**src/rtl/rng_csr_pkg.sv**
```systemverilog
package rng_csr_pkg;
  localparam int unsigned REG_W    = 32;
  localparam int unsigned N_WORDS  = 4;
  localparam int unsigned AW       = 5;
  localparam int unsigned N_EVT    = 7;
  localparam int unsigned EN_BIT   = 10;

  typedef enum logic [AW-1:0] {
    WA_DATA0  = 5'd0,
    WA_DATA1  = 5'd1,
    WA_DATA2  = 5'd2,
    WA_DATA3  = 5'd3,
    WA_STATUS = 5'd4,
    WA_CTRL   = 5'd5,
    WA_CFG    = 5'd6,
    WA_THRESH = 5'd7,
    WA_OSCEN  = 5'd8,
    WA_DETUNE = 5'd9,
    WA_AMASK  = 5'd10,
    WA_STOPPED= 5'd11,
    WA_OPTS   = 5'd30,
    WA_REV    = 5'd31
  } word_addr_e;
endpackage

```
**src/rtl/rng_rst_sync.sv**
```systemverilog
module rng_rst_sync (
  input  logic clk,
  input  logic rst_n,
  output logic rst_n_sync
);
  logic [1:0] stage_q;

  always_ff @(posedge clk or negedge rst_n) begin
    if (!rst_n) stage_q <= 2'b00;
    else        stage_q <= {stage_q[0], 1'b1};
  end

  assign rst_n_sync = stage_q[1];
endmodule

```
**src/rtl/rng_data_buf.sv**
```systemverilog
module rng_data_buf #(
  parameter int unsigned WORDS = 4,
  parameter int unsigned DW    = 32
) (
  input  logic                clk,
  input  logic                rst_n,
  input  logic                gen_en,
  input  logic                src_valid,
  input  logic [WORDS*DW-1:0] src_data,
  input  logic                ack,
  output logic                ready,
  output logic [WORDS*DW-1:0] data
);
  logic load;
  logic ready_d, ready_q;

  always_comb begin
    load    = gen_en & ~ready_q & src_valid;
    ready_d = ready_q;
    if (load)     ready_d = 1'b1;
    else if (ack) ready_d = 1'b0;
  end

  always_ff @(posedge clk or negedge rst_n) begin
    if (!rst_n) ready_q <= 1'b0;
    else        ready_q <= ready_d;
  end

  for (genvar w = 0; w < WORDS; w++) begin : g_word
    logic [DW-1:0] word_q;
    always_ff @(posedge clk or negedge rst_n) begin
      if (!rst_n)    word_q <= '0;
      else if (load) word_q <= src_data[w*DW +: DW];
    end
    assign data[w*DW +: DW] = word_q;
  end

  assign ready = ready_q;
endmodule

```
**src/rtl/rng_evt_status.sv**
```systemverilog
module rng_evt_status #(
  parameter int unsigned NEVT = 7
) (
  input  logic            clk,
  input  logic            rst_n,
  input  logic [NEVT-1:0] evt,
  input  logic [NEVT-1:0] clr,
  output logic [NEVT-1:0] sts
);
  for (genvar k = 0; k < NEVT; k++) begin : g_bit
    logic bit_d, bit_q;
    always_comb bit_d = (bit_q & ~clr[k]) | evt[k];
    always_ff @(posedge clk or negedge rst_n) begin
      if (!rst_n) bit_q <= 1'b0;
      else        bit_q <= bit_d;
    end
    assign sts[k] = bit_q;
  end
endmodule

```
**src/rtl/rng_osc_bank.sv**
```systemverilog
module rng_osc_bank #(
  parameter int unsigned N = 8
) (
  input  logic         clk,
  input  logic         rst_n,
  input  logic         wr_en_reg,
  input  logic         wr_detune,
  input  logic         wr_amask,
  input  logic         wr_stopped,
  input  logic [N-1:0] wdata,
  input  logic [N-1:0] stop,
  output logic [N-1:0] en,
  output logic [N-1:0] detune,
  output logic [N-1:0] amask,
  output logic [N-1:0] stopped
);
  for (genvar i = 0; i < N; i++) begin : g_osc
    logic en_d, en_q, st_d, st_q, dt_q, am_q;

    always_comb begin
      en_d = en_q;
      if (wr_en_reg) en_d = wdata[i];
      if (stop[i])   en_d = 1'b0;
      st_d = st_q;
      if (wr_stopped) st_d = wdata[i];
      if (stop[i])    st_d = 1'b1;
    end

    always_ff @(posedge clk or negedge rst_n) begin
      if (!rst_n) begin
        en_q <= 1'b0;
        st_q <= 1'b0;
        dt_q <= 1'b0;
        am_q <= 1'b0;
      end else begin
        en_q <= en_d;
        st_q <= st_d;
        if (wr_detune) dt_q <= wdata[i];
        if (wr_amask)  am_q <= wdata[i];
      end
    end

    assign en[i]      = en_q;
    assign stopped[i] = st_q;
    assign detune[i]  = dt_q;
    assign amask[i]   = am_q;
  end
endmodule

```
**src/rtl/rng_csr_front.sv**
```systemverilog
module rng_csr_front
  import rng_csr_pkg::*;
#(
  parameter int unsigned NUM_OSC   = 8,
  parameter logic [3:0]  REV_MAJOR = 4'd1,
  parameter logic [3:0]  REV_MINOR = 4'd2,
  parameter logic [3:0]  REV_PATCH = 4'd3
) (
  input  logic                       clk,
  input  logic                       rst_n,
  input  logic                       bus_wr,
  input  logic                       bus_rd,
  input  logic [AW-1:0]              bus_addr,
  input  logic [REG_W-1:0]           bus_wdata,
  output logic [REG_W-1:0]           bus_rdata,
  input  logic                       src_valid,
  input  logic [N_WORDS*REG_W-1:0]   src_data,
  input  logic [N_EVT:1]             evt_pulse,
  output logic                       gen_req,
  output logic                       irq,
  output logic [15:0]                refill_max,
  output logic [7:0]                 refill_min,
  output logic [7:0]                 alarm_thresh,
  input  logic [NUM_OSC-1:0]         osc_stop,
  output logic [NUM_OSC-1:0]         osc_en,
  output logic [NUM_OSC-1:0]         osc_detune,
  output logic [NUM_OSC-1:0]         osc_alarm_mask
);
  localparam int unsigned DATA_W = N_WORDS * REG_W;

  logic                rst_ni;
  logic                sel_sts, sel_ctrl, sel_cfg, sel_thr;
  logic                sel_oen, sel_det, sel_am, sel_stp;
  logic                ready;
  logic [DATA_W-1:0]   data_words;
  logic [N_EVT:1]      sts_evt;
  logic [N_EVT:1]      sts_clr;
  logic [NUM_OSC-1:0]  osc_stopped;

  logic                en_d, en_q;
  logic [N_EVT:1]      ie_d, ie_q;
  logic [15:0]         rmax_d, rmax_q;
  logic [7:0]          rmin_d, rmin_q;
  logic [7:0]          thr_d, thr_q;
  logic [REG_W-1:0]    rd_mux, rdata_d, rdata_q;

  rng_rst_sync u_rst (
    .clk        (clk),
    .rst_n      (rst_n),
    .rst_n_sync (rst_ni)
  );

  always_comb begin
    sel_sts  = bus_wr && (bus_addr == WA_STATUS);
    sel_ctrl = bus_wr && (bus_addr == WA_CTRL);
    sel_cfg  = bus_wr && (bus_addr == WA_CFG);
    sel_thr  = bus_wr && (bus_addr == WA_THRESH);
    sel_oen  = bus_wr && (bus_addr == WA_OSCEN);
    sel_det  = bus_wr && (bus_addr == WA_DETUNE);
    sel_am   = bus_wr && (bus_addr == WA_AMASK);
    sel_stp  = bus_wr && (bus_addr == WA_STOPPED);
    sts_clr  = sel_sts ? bus_wdata[N_EVT:1] : '0;
  end

  rng_data_buf #(.WORDS(N_WORDS), .DW(REG_W)) u_buf (
    .clk       (clk),
    .rst_n     (rst_ni),
    .gen_en    (en_q),
    .src_valid (src_valid),
    .src_data  (src_data),
    .ack       (sel_sts && bus_wdata[0]),
    .ready     (ready),
    .data      (data_words)
  );

  rng_evt_status #(.NEVT(N_EVT)) u_sts (
    .clk   (clk),
    .rst_n (rst_ni),
    .evt   (evt_pulse),
    .clr   (sts_clr),
    .sts   (sts_evt)
  );

  rng_osc_bank #(.N(NUM_OSC)) u_osc (
    .clk        (clk),
    .rst_n      (rst_ni),
    .wr_en_reg  (sel_oen),
    .wr_detune  (sel_det),
    .wr_amask   (sel_am),
    .wr_stopped (sel_stp),
    .wdata      (bus_wdata[NUM_OSC-1:0]),
    .stop       (osc_stop),
    .en         (osc_en),
    .detune     (osc_detune),
    .amask      (osc_alarm_mask),
    .stopped    (osc_stopped)
  );

  // configuration next state
  always_comb begin
    en_d   = en_q;
    ie_d   = ie_q;
    rmax_d = rmax_q;
    rmin_d = rmin_q;
    thr_d  = thr_q;
    if (sel_ctrl) begin
      en_d = bus_wdata[EN_BIT];
      ie_d = bus_wdata[N_EVT:1];
    end
    if (sel_cfg) begin
      rmax_d = bus_wdata[31:16];
      rmin_d = bus_wdata[7:0];
    end
    if (sel_thr) thr_d = bus_wdata[7:0];
  end

  // read multiplexer
  always_comb begin
    rd_mux = '0;
    case (bus_addr)
      WA_DATA0, WA_DATA1, WA_DATA2, WA_DATA3:
        rd_mux = data_words[bus_addr[1:0]*REG_W +: REG_W];
      WA_STATUS:  rd_mux[N_EVT:0] = {sts_evt, ready};
      WA_CTRL: begin
        rd_mux[EN_BIT]  = en_q;
        rd_mux[N_EVT:1] = ie_q;
      end
      WA_CFG:     rd_mux = {rmax_q, 8'h00, rmin_q};
      WA_THRESH:  rd_mux[7:0] = thr_q;
      WA_OSCEN:   rd_mux[NUM_OSC-1:0] = osc_en;
      WA_DETUNE:  rd_mux[NUM_OSC-1:0] = osc_detune;
      WA_AMASK:   rd_mux[NUM_OSC-1:0] = osc_alarm_mask;
      WA_STOPPED: rd_mux[NUM_OSC-1:0] = osc_stopped;
      WA_OPTS:    rd_mux[7:0] = 8'(NUM_OSC);
      WA_REV:     rd_mux = {4'h0, REV_MAJOR, REV_MINOR, REV_PATCH, 16'h0000};
      default:    rd_mux = '0;
    endcase
    rdata_d = bus_rd ? rd_mux : rdata_q;
  end

  always_ff @(posedge clk or negedge rst_ni) begin
    if (!rst_ni) begin
      en_q    <= 1'b0;
      ie_q    <= '0;
      rmax_q  <= '0;
      rmin_q  <= '0;
      thr_q   <= '0;
      rdata_q <= '0;
    end else begin
      en_q    <= en_d;
      ie_q    <= ie_d;
      rmax_q  <= rmax_d;
      rmin_q  <= rmin_d;
      thr_q   <= thr_d;
      rdata_q <= rdata_d;
    end
  end

  assign bus_rdata    = rdata_q;
  assign gen_req      = en_q & ~ready;
  assign irq          = |(sts_evt & ie_q);
  assign refill_max   = rmax_q;
  assign refill_min   = rmin_q;
  assign alarm_thresh = thr_q;
endmodule

```
**config.mk**
```make
export PLATFORM = sky130hd
export DESIGN_NAME = rng_csr_front
export DESIGN_NICKNAME = d
export VERILOG_FILES = /design/src/rtl/rng_csr_pkg.sv /design/src/rtl/rng_rst_sync.sv /design/src/rtl/rng_data_buf.sv /design/src/rtl/rng_evt_status.sv /design/src/rtl/rng_osc_bank.sv /design/src/rtl/rng_csr_front.sv
export SDC_FILE = /design/constraint.sdc
export NUM_CORES = 1
export LEC_CHECK = 0
export BUFFER_PORTS_ARGS = -buffer_cell sky130_fd_sc_hd__buf_4
export CORE_MARGIN = 2
export CORE_UTILIZATION = 35
export CTS_BUF_LIST = sky130_fd_sc_hd__clkbuf_2 sky130_fd_sc_hd__clkbuf_4 sky130_fd_sc_hd__clkbuf_8
export CTS_CLUSTER_SIZE = 12
export DETAILED_ROUTE_END_ITERATION = 6
export GPL_TIMING_DRIVEN = 0
export SLEW_MARGIN = 20
export SYNTH_ARGS = -nofsm -noshare
export SYNTH_HDL_FRONTEND = slang
export SYNTH_SLANG_ARGS = --single-unit
```
**constraint.sdc**
```tcl
create_clock -name clk -period 9.9 [get_ports clk]
set_input_delay 1.485 -clock clk [delete_from_list [all_inputs] [get_ports clk]]
set_output_delay 1.485 -clock clk [all_outputs]
set_load 0.01 [all_outputs]
```
==> flow_metrics.py, run 1 <==
metrics = {
    "detailed_routing": {
        "wire_per_inst_um": 22.2,
        "vias_per_cell": 5.19,
        "drt_iter0_markers": 459,
        "dr.pass1.iters": 5,
        "ant_nets": 0,
        "drc": 0,
        "drt_wl_total_mm": 34.1,
        "vias": 7975,
    },
    "place": {
        "dp.cells": 1458,
        "portBuffers": 263,
        "dpl_cell_area_mm2": 0.0135,
        "dpl.hpwl_mm": 24.9,
        "place.gp.congestion": 0.859,
    },
    "sta": {
        "fin_setup_tns_ps": 0,
        "slew_headroom_pct": 38.1,
        "setup_viol": 0,
        "fin_crit_sh_pct": 32.2,
        "fmax_ghz": 0.314,
        "hold_violations": 0,
        "finalClockSkew_ps": 18.4,
        "period_minus_slack_ps": 3190,
        "max_slew.worst_pin.slew_ps": 905,
        "rsz0062_at_grt": "no",
        "drv_slew": 0,
    },
    "layout": {
        "drive_above_1_share_pct": 54.5,
        "final_common_cell": "buf_4",
        "num_antenna_cells": 0,
        "syn_to_final_growth_pct": 32.1,
        "fin_nets": 1293,
        "post-route-util_pct": 47.0,
        "final_area_mm2": 0.0144,
        "fin_cells": 1537,
        "nFillCells": 2846,
        "layout_common_cells": "288 x buf_4, 241 x dfrtp_1, 184 x mux2_2, 55 x clkbuf_8, 33 x nand2_1",
    },
    "synth": {
        "ys_warn_count": 0,
        "netlist_area_mm2": 0.0109,
        "synth_edf_count": 0,
        "synthArstFlopShare_pct": 100,
        "ys_types": 51,
        "netlist_instances": 795,
        "ys_ff_latch": 242,
        "synth_nets": 980,
        "syn_avg_cell_area_um2": 13.7,
        "yosysSeqAreaShare_pct": 55.5,
        "synth_flop_cell": "dfrtp_1",
    },
    "setup_path": {
        "worstPathRequired_ps": 8420,
        "cp_max_fo": 3,
        "worst_setup_path_end_kind": "output pin",
        "start_kind": "flop",
        "criticalPathCategory": "flop to output pin",
        "critical_path_arrival_ps": 1700,
    },
    "die": {
        "io_pins": 275,
        "core.rowCount": 64,
        "die_h_um": 181,
        "dieArea_mm2": 0.0326,
        "die_w_um": 181,
        "initial_core_util_pct": 35.6,
        "core_mm2": 0.0307,
    },
    "clock_tree": {
        "cts-buffers-inserted": 44,
        "path_clk_slew_ps": 50,
        "cts_setup_buffers": 0,
        "clkLatencyLatePin_ps": 550,
        "clkSinkCount": 242,
        "htree_levels": 2,
        "post_cts_resize_count": 0,
        "clockBufferDepth": 3,
        "cts-hold-fix-buffers": 0,
        "cts_root_buf": "clkbuf_8",
        "cts_tree": "done",
    },
    "min_path": {
        "hold_path.class": "flop to flop",
    },
    "run_status": {
        "status": "finished, final reports clean",
    },
    "global_route": {
        "grt_use_total_pct": 21.0,
        "grt_pass1_vias": 8602,
        "grt_max_degree": 56,
        "antenna_found_initial": 0,
        "grt_pass1_wl_mm": 52.0,
        "overflow": 0,
    },
    "power": {
        "power.total_mw": 3.22,
        "ir_drop_mv": 0.105,
        "powerDensity_mw_per_mm2": 224,
        "p_leak_nw": 6.86,
    },
    "run": {
        "maxCapViolations": 0,
    },
}
==> layout make-up <==
type | count | area (um2) | share of cell area, %
inverters | 12 | 45.0 | 0.312
clock buffers | 72 | 885 | 6.14
well taps | 396 | 495 | 3.44
repair buffers | 267 | 2080 | 14.4
multi-input cells | 466 | 4360 | 30.3
clock inverters | 7 | 40.0 | 0.278
plain buffers | 75 | 453 | 3.14
flip-flops and latches | 242 | 6060 | 42.0
==> logic make-up (layout without fill, tap and decap cells) <==
kind of cell / Yosys count / after routing / synth area share [%]
compound gates: 90 / 90 / 5.82
buf+inv: 87 / 433 / 4.56
flops: 242 / 242 / 55.5
mux: 233 / 233 / 27.2
other cells: 1 / 1 / 0.0344
simple gates: 142 / 142 / 6.95
==> routing by layer <==
metal	global-route usage [%]	vias up	routed length [um]
met4	5.77	0	709
met3	6.87	64	3260
met5	0	-	0
li1	-	3539	-
met2	33.5	359	15900
met1	27.4	4013	14300
==> cell usage after synthesis (all sizes together) (12+ instances only) <==
master / count / area, um2
dfrtp: 242 / 6060
mux2: 184 / 2070
buf: 58 / 389
nand2: 35 / 136
mux4: 31 / 713
and3: 30 / 193
nor2: 30 / 113
a21oi: 18 / 90.1
mux2i: 18 / 180
clkbuf: 17 / 63.8
a22oi: 15 / 113
inv: 12 / 45.0
nand3: 12 / 65.1
o21ai: 12 / 60.1
==> sequential cells by signal (all words and copies together), names as in the netlist <==
register / cells
refill_max: 16
u_osc.g_osc.st_q: 8
alarm_thresh: 8
u_osc.g_osc.am_q: 8
u_buf.ready: 1
refill_min: 8
u_buf.g_word.word_q: 128
u_osc.g_osc.en_q: 8
en_q: 1
u_sts.g_bit.bit_q: 7
ie_q: 7
u_rst.stage_q: 2
u_osc.g_osc.dt_q: 8
bus_rdata: 32
==> critical path: stages, from the launching register on <==
cell and delay, ps:
dfrtp_1 420, a222oi_1 390, nand3_1 170, buf_4 180
==> per-stage QoR <==
stage               hold WS [ps]  setup slack (ps)
detailed placement           335              6380
CTS                          348              6710
finish                       346              6710
global placement             338              -533
floorplan                    331              2660
global route                 352              6630
==> power breakdown <==
group | internal (mW) | switching [mW]
combinational | 0.489 | 0.261
sequential | 1.31 | 0.182
clock | 0.563 | 0.420
total | 2.36 | 0.863
==> worst paths after layout <==
check                                     start                    endpoint  slack (ps)  cells after the start
max                        u_sts.g_bit[3].bit_q                         irq        6710                      3
min                            u_rst.stage_q[0]            u_rst.stage_q[1]         350                      0
max reg2reg                                en_q   u_buf.g_word[1].word_q[4]        8010                      5
min reg2reg                    u_rst.stage_q[0]            u_rst.stage_q[1]         350                      0
max in group asynchronous      u_rst.stage_q[1]              refill_max[15]        8480                      2
min in group asynchronous      u_rst.stage_q[1]  u_buf.g_word[1].word_q[15]         380                      0
Power figures use the tool's default switching activity.
==> run 2: changes to the inputs <==
- clock period: 9.9 -> 3.2 ns (I/O delays scaled with it)
==> run 2 against run 1 <==
Net effect: worst setup slack got worse by 5700 ps; via count is 0.15% lower; critical path depth is the same; largest cell class unchanged; utilization increased by 0.098 points; final cell count up 0.33%; die area is the same; register-to-register slack got worse by 6800 ps; clock skew up 1.2 ps; first-iteration DRC count up 17%.
==> flow_metrics.py, run 2 (synthesis results as in run 1) <==
metrics = {
    "run_status": {
        "status": "finished, final reports clean",
    },
    "global_route": {
        "antenna_found_initial": 1,
        "grt_pass1_vias": 8454,
        "overflow": 0,
        "grt_max_degree": 54,
        "grt_use_total_pct": 20.7,
        "grt_pass1_wl_mm": 51.4,
    },
    "setup_path": {
        "criticalPathCategory": "flop to output pin",
        "cp_max_fo": 3,
        "critPathLaunch": "u_sts.g_bit[3].bit_q",
        "r2r.worst_path.cells": 5,
        "critical_path_arrival_ps": 1680,
        "r2r-end": "u_buf.g_word[1].word_q[4]",
        "worstPathRequired_ps": 2720,
        "r2r_start": "en_q",
        "rrSetupSlack_ps": 1200,
        "start_kind": "flop",
        "worst_setup_path_end_kind": "output pin",
    },
    "sta": {
        "hold_violations": 0,
        "rsz0062_at_grt": "no",
        "slew_headroom_pct": 43.5,
        "max_slew.worst_pin.slew_ps": 826,
        "fin_crit_sh_pct": 67.5,
        "period_minus_slack_ps": 2160,
        "fin_ws_ps": 1040,
        "setup_viol": 0,
        "drv_slew": 0,
        "fmax_ghz": 0.463,
        "finalClockSkew_ps": 19.5,
    },
    "layout": {
        "final_common_cell": "buf_4",
        "final_area_mm2": 0.0144,
        "layout_common_cells": "288 x buf_4, 241 x dfrtp_1, 184 x mux2_2, 52 x clkbuf_8, 33 x nand2_1",
        "fin_nets": 1295,
        "top_register": "u_buf.g_word.word_q",
        "seq_area_mm2": 0.00606,
        "syn_to_final_growth_pct": 32.3,
        "nFillCells": 2800,
        "multi_input_area_mm2": 0.00436,
        "largest_register_ffs": 128,
        "drive_above_1_share_pct": 54.6,
    },
    "detailed_routing": {
        "vias": 7963,
        "wire_per_inst_um": 22.0,
        "drt_iter0_markers": 538,
        "ant_nets": 0,
        "drc": 0,
        "vias_per_cell": 5.16,
        "drt_wl_total_mm": 34.0,
        "dr.pass1.iters": 5,
    },
    "clock_tree": {
        "cts_root_buf": "clkbuf_8",
        "clockBufferDepth": 3,
        "post_cts_resize_count": 0,
        "path_clk_slew_ps": 60,
        "cts-buffers-inserted": 44,
        "cts_setup_buffers": 0,
        "cts_tree": "done",
        "clkLatencyLatePin_ps": 550,
        "clkSinkCount": 242,
        "htree_levels": 2,
    },
    "power": {
        "ir_drop_mv": 0.307,
        "p_switching_mw": 2.68,
        "p_comb_share_pct": 23.3,
        "p_leak_nw": 6.88,
        "p_int_mw": 7.30,
        "powerDensity_mw_per_mm2": 691,
        "swShare_pct": 26.9,
        "p_seq_share_pct": 46.1,
        "power_frac_clock_pct": 30.5,
    },
    "min_path": {
        "hold_end": "u_osc.g_osc[0].en_q",
        "hold_start": "osc_stop[0]",
        "holdPathStages": 2,
        "hold_path.class": "input pin to flop",
    },
    "die": {
        "die_w_um": 181,
        "io_pins": 275,
        "die_h_um": 181,
        "initial_core_util_pct": 35.6,
        "dieArea_mm2": 0.0326,
        "core_mm2": 0.0307,
        "core.rowCount": 64,
    },
    "place": {
        "place.gp.congestion": 0.862,
        "dpl_cell_area_mm2": 0.0135,
        "dpl.hpwl_mm": 25.0,
        "preCtsSetupSlack_ps": 686,
        "portBuffers": 263,
    },
    "run": {
        "maxCapViolations": 0,
    },
}
[run 2: cell count changes in the layout (fill, tap and decap cells not counted)]
cell	previous run	this run
diode_2	0	1
buf_12	3	4
clkbuf_8	55	52
clkinvlp_4	2	1
clkbuf_4	17	22
dlygate4sd3_1	0	1
inv_6	0	1
[run 2: critical path, cell delays in order (launching register included)]
cell	delay (ps)
dfrtp_1	410
a222oi_1	380
nand3_1	170
buf_4	180
[run 2: what timing repair did]
item                       CTS  global route
hold endpoints to repair     2             0
setup endpoints to repair    0             0
hold buffers                 1             0
[run 2: power by group through the flow]
stage | Sequential, mW | Combinational (mW) | Clock, mW
after global placement | 4.66 | 2.22 | 0
after floorplan | 4.52 | 1.54 | 0
after detailed placement | 4.65 | 2.36 | 0
final | 4.60 | 2.33 | 3.05
after CTS | 4.60 | 2.36 | 3.13
after global routing | 4.73 | 2.53 | 3.27
[run 2: metal layers]
layer	part of all wire [%]	wire length, um	track usage (%)	up-vias
li1	-	-	-	3546
met1	43	14600	27.2	4050
met2	46	15600	32.4	304
met3	8.6	2920	6.57	63
met4	2.5	857	7.19	0
met5	0	0	0	-
[run 2: cell type report]
cell class              instances  area share [%]
clock buffers                  74            6.10
repair buffers                269            14.6
flip-flops and latches        242            41.9
inverters                      12           0.312
multi-input cells             466            30.2
clock inverters                 7           0.286
diodes                          1          0.0173
well taps                     396            3.43
plain buffers                  75            3.14
[run 2: worst max-delay path by stage]
stage                                  to  slack [ps]  cells after the start
after detailed placement     bus_rdata[7]         690                      6
after CTS                             irq        1020                      3
final                                 irq        1040                      3
after global placement     refill_max[15]        -260                      0
after global routing                  irq         960                      3
after floorplan           alarm_thresh[0]         760                      0
[run 2: stage by stage]
step                setup TNS (ps)  utilization [%]  instances  hold slack [ps]  power [mW]
floorplan                        0                -        795              184        6.05
global placement            -59130             43.7       1454              263        6.88
detailed placement               0             44.1       1459              265        7.01
CTS                              0             47.1       1541             57.4        10.1
global route                     0             47.1       1541             65.8        10.5
finish                           0             47.1       1542             89.1        9.98
==> run 3: changes to the inputs <==
- ABC_AREA: unset -> 1
- clock period: 3.2 -> 2.17 ns (I/O delays scaled with it)
==> run 3 against run 2 <==
Net effect: total power rose by 49%; synthesized cell count grew 44%; worst hold slack got worse by 66 ps; sequential power is 47% higher; utilization up 3.7 points; non-clock buffer count grew 125; die area down 0.52%; via count increased by 23%; combinational power is 56% higher; sequential share of layout area fell by 2.9 points; critical path depth up 2.
==> flow_metrics.py, run 3 <==
metrics = {
    "synth": {
        "netlist_area_mm2": 0.0109,
        "synth_edf_count": 0,
        "synth.largest_area_cell": "dfrtp_1",
        "ys_ff_latch": 242,
        "synth_nets": 1333,
        "synth_most_common_cell": "nand2_1",
        "ys_types": 31,
        "synth_area_leaders": "dfrtp_1 56%, nand2_1 11%, mux2_2 10%, o21ai_0 3.5%, inv_1 2.6%",
        "synthArstFlopShare_pct": 100,
        "ys_warn_count": 0,
        "yosysSeqAreaShare_pct": 55.8,
        "synth_common_cells": "309 x nand2_1, 242 x dfrtp_1, 100 x mux2_2",
        "syn_avg_cell_area_um2": 9.46,
        "synth_flop_cell": "dfrtp_1",
        "synth.top_cell.area_share_pct": 55.8,
        "netlist_instances": 1148,
    },
    "die": {
        "io_pins": 275,
        "initial_core_util_pct": 35.5,
        "dieArea_mm2": 0.0325,
        "core.rowCount": 64,
        "die_w_um": 180,
        "die_h_um": 180,
        "core_mm2": 0.0306,
    },
    "layout": {
        "layout_common_cells": "308 x nand2_1, 288 x buf_4, 241 x dfrtp_1, 113 x dlygate4sd3_1, 100 x mux2_2",
        "final_common_cell": "nand2_1",
        "fin_nets": 1760,
        "largest_register_ffs": 128,
        "top_register": "u_buf.g_word.word_q",
        "drive_above_1_share_pct": 31.4,
        "syn_to_final_growth_pct": 43.1,
    },
    "detailed_routing": {
        "drc": 0,
        "drt_iter0_markers": 646,
        "dr.pass1.iters": 5,
        "vias_per_cell": 4.88,
        "wire_per_inst_um": 18.7,
        "drt_wl_total_mm": 37.6,
        "ant_nets": 0,
        "vias": 9799,
    },
    "sta": {
        "fin_ws_ps": 153,
        "setup_viol": 0,
        "hold-worst-slack_ps": 22.9,
        "fmax_ghz": 0.496,
        "period_minus_slack_ps": 2020,
        "rsz0062_at_grt": "no",
        "max_slew.worst_pin.slew_ps": 901,
        "slew_headroom_pct": 39.5,
        "finalClockSkew_ps": 21.2,
        "hold_violations": 0,
        "fin_crit_sh_pct": 93.0,
        "drv_slew": 0,
    },
    "global_route": {
        "grt_use_total_pct": 22.7,
        "grt_max_degree": 57,
        "overflow": 0,
        "busiest_layer": "met2",
        "grt_pass1_wl_mm": 57.4,
        "met2_usage_pct": 37.0,
        "antenna_found_initial": 2,
        "grt_pass1_vias": 10100,
        "globalRouteMet1Util_pct": 29.8,
        "grtUsageMet3_pct": 5.44,
    },
    "run_status": {
        "status": "finished, final reports clean",
    },
    "setup_path": {
        "critical_path_arrival_ps": 1690,
        "cp_max_fo": 3,
        "worst_setup_path_end_kind": "output pin",
        "worstPathRequired_ps": 1840,
        "criticalPathCategory": "flop to output pin",
        "start_kind": "flop",
    },
    "place": {
        "dpl.hpwl_mm": 27.2,
        "place.gp.congestion": 0.891,
        "portBuffers": 264,
        "preCtsSetupSlack_ps": -209,
    },
    "clock_tree": {
        "cts_tree": "done",
        "htree_levels": 2,
        "path_clk_slew_ps": 60,
        "clockBufferDepth": 3,
        "clkLatencyLatePin_ps": 550,
        "cts_root_buf": "clkbuf_8",
        "cts-buffers-inserted": 43,
        "clkSinkCount": 242,
    },
    "min_path": {
        "hold_path.class": "input pin to flop",
    },
    "run": {
        "maxCapViolations": 0,
    },
    "power": {
        "p_leak_nw": 7.75,
        "ir_drop_mv": 0.477,
        "powerDensity_mw_per_mm2": 960,
    },
}
[run 3: worst paths after layout]
kind	start	end	slack (ps)	cells past startpoint
setup / recovery	u_sts.g_bit[6].bit_q	irq	150	5
hold / removal	bus_wdata[6]	u_osc.g_osc[6].st_q	20	3
setup reg to reg	u_buf.ready	u_buf.g_word[1].word_q[18]	230	6
hold reg to reg	u_rst.stage_q[1]	bus_rdata[22]	290	0
max in group asynchronous	u_rst.stage_q[1]	u_buf.g_word[1].word_q[5]	1000	2
min in group asynchronous	rst_n	u_rst.stage_q[1]	100	2
[run 3: area by class of cell]
class	count	area, um2
antenna	2	5.00
multi-input combinational	741	4070
timing repair buffer	382	3240
clock inverter	7	42.5
fill	2860	15100
tap	396	495
clock buffer	72	885
buffer	87	449
sequential	242	6060
inverter	78	293
[run 3: through the flow]
step / TNS (ps) / instance area [um2] / cells / utilization [%] / total power, mW
finish: 0 / 15500 / 2007 / 50.8 / 14.9
global route: 0 / 15500 / 2007 / 50.8 / 15.8
CTS: 0 / 15500 / 2004 / 50.7 / 15.0
detailed placement: -3530 / 13500 / 1813 / 44.0 / 10.3
global placement: -297530 / 13300 / 1808 / 43.6 / 10.1
floorplan: -64260 / 10900 / 1148 / - / 8.80
[run 3: metal layers]
layer | share of wire (%) | up-vias | routed length (um)
met5 | 0 | - | 0
met3 | 7.0 | 69 | 2650
met2 | 47 | 375 | 17500
met1 | 43 | 4721 | 16300
met4 | 2.9 | 0 | 1090
li1 | - | 4634 | -
[run 3: critical path: stages, from the launching register on]
cell	delay [ps]
dfrtp_1	420
nand2_1	100
nand2_1	50
a221oi_1	240
nand4_1	170
buf_4	180
[run 3: power breakdown]
group          switching, mW  internal [mW]
Clock                   1.96           2.57
Sequential             0.794           5.97
Combinational           1.66           1.97
Total                   4.41           10.5
[run 3: cell families (layout without fill, tap and decap cells)]
family	after synthesis	after routing	synth area share, %
compound gates	155	155	7.85
buf+inv	165	626	6.83
flops	242	242	55.8
mux	108	108	11.2
other cells	1	3	0.0345
simple gates	477	477	18.3
[run 3: repair_timing]
| item | CTS | global route |
|---|---|---|
| setup buffers | 0 | 0 |
| endpoints found under the hold margin | 118 | 1 |
| endpoints found under the setup margin | 0 | 5 |
| resized for setup | 0 | 1 |
| hold buffers | 112 | 1 |
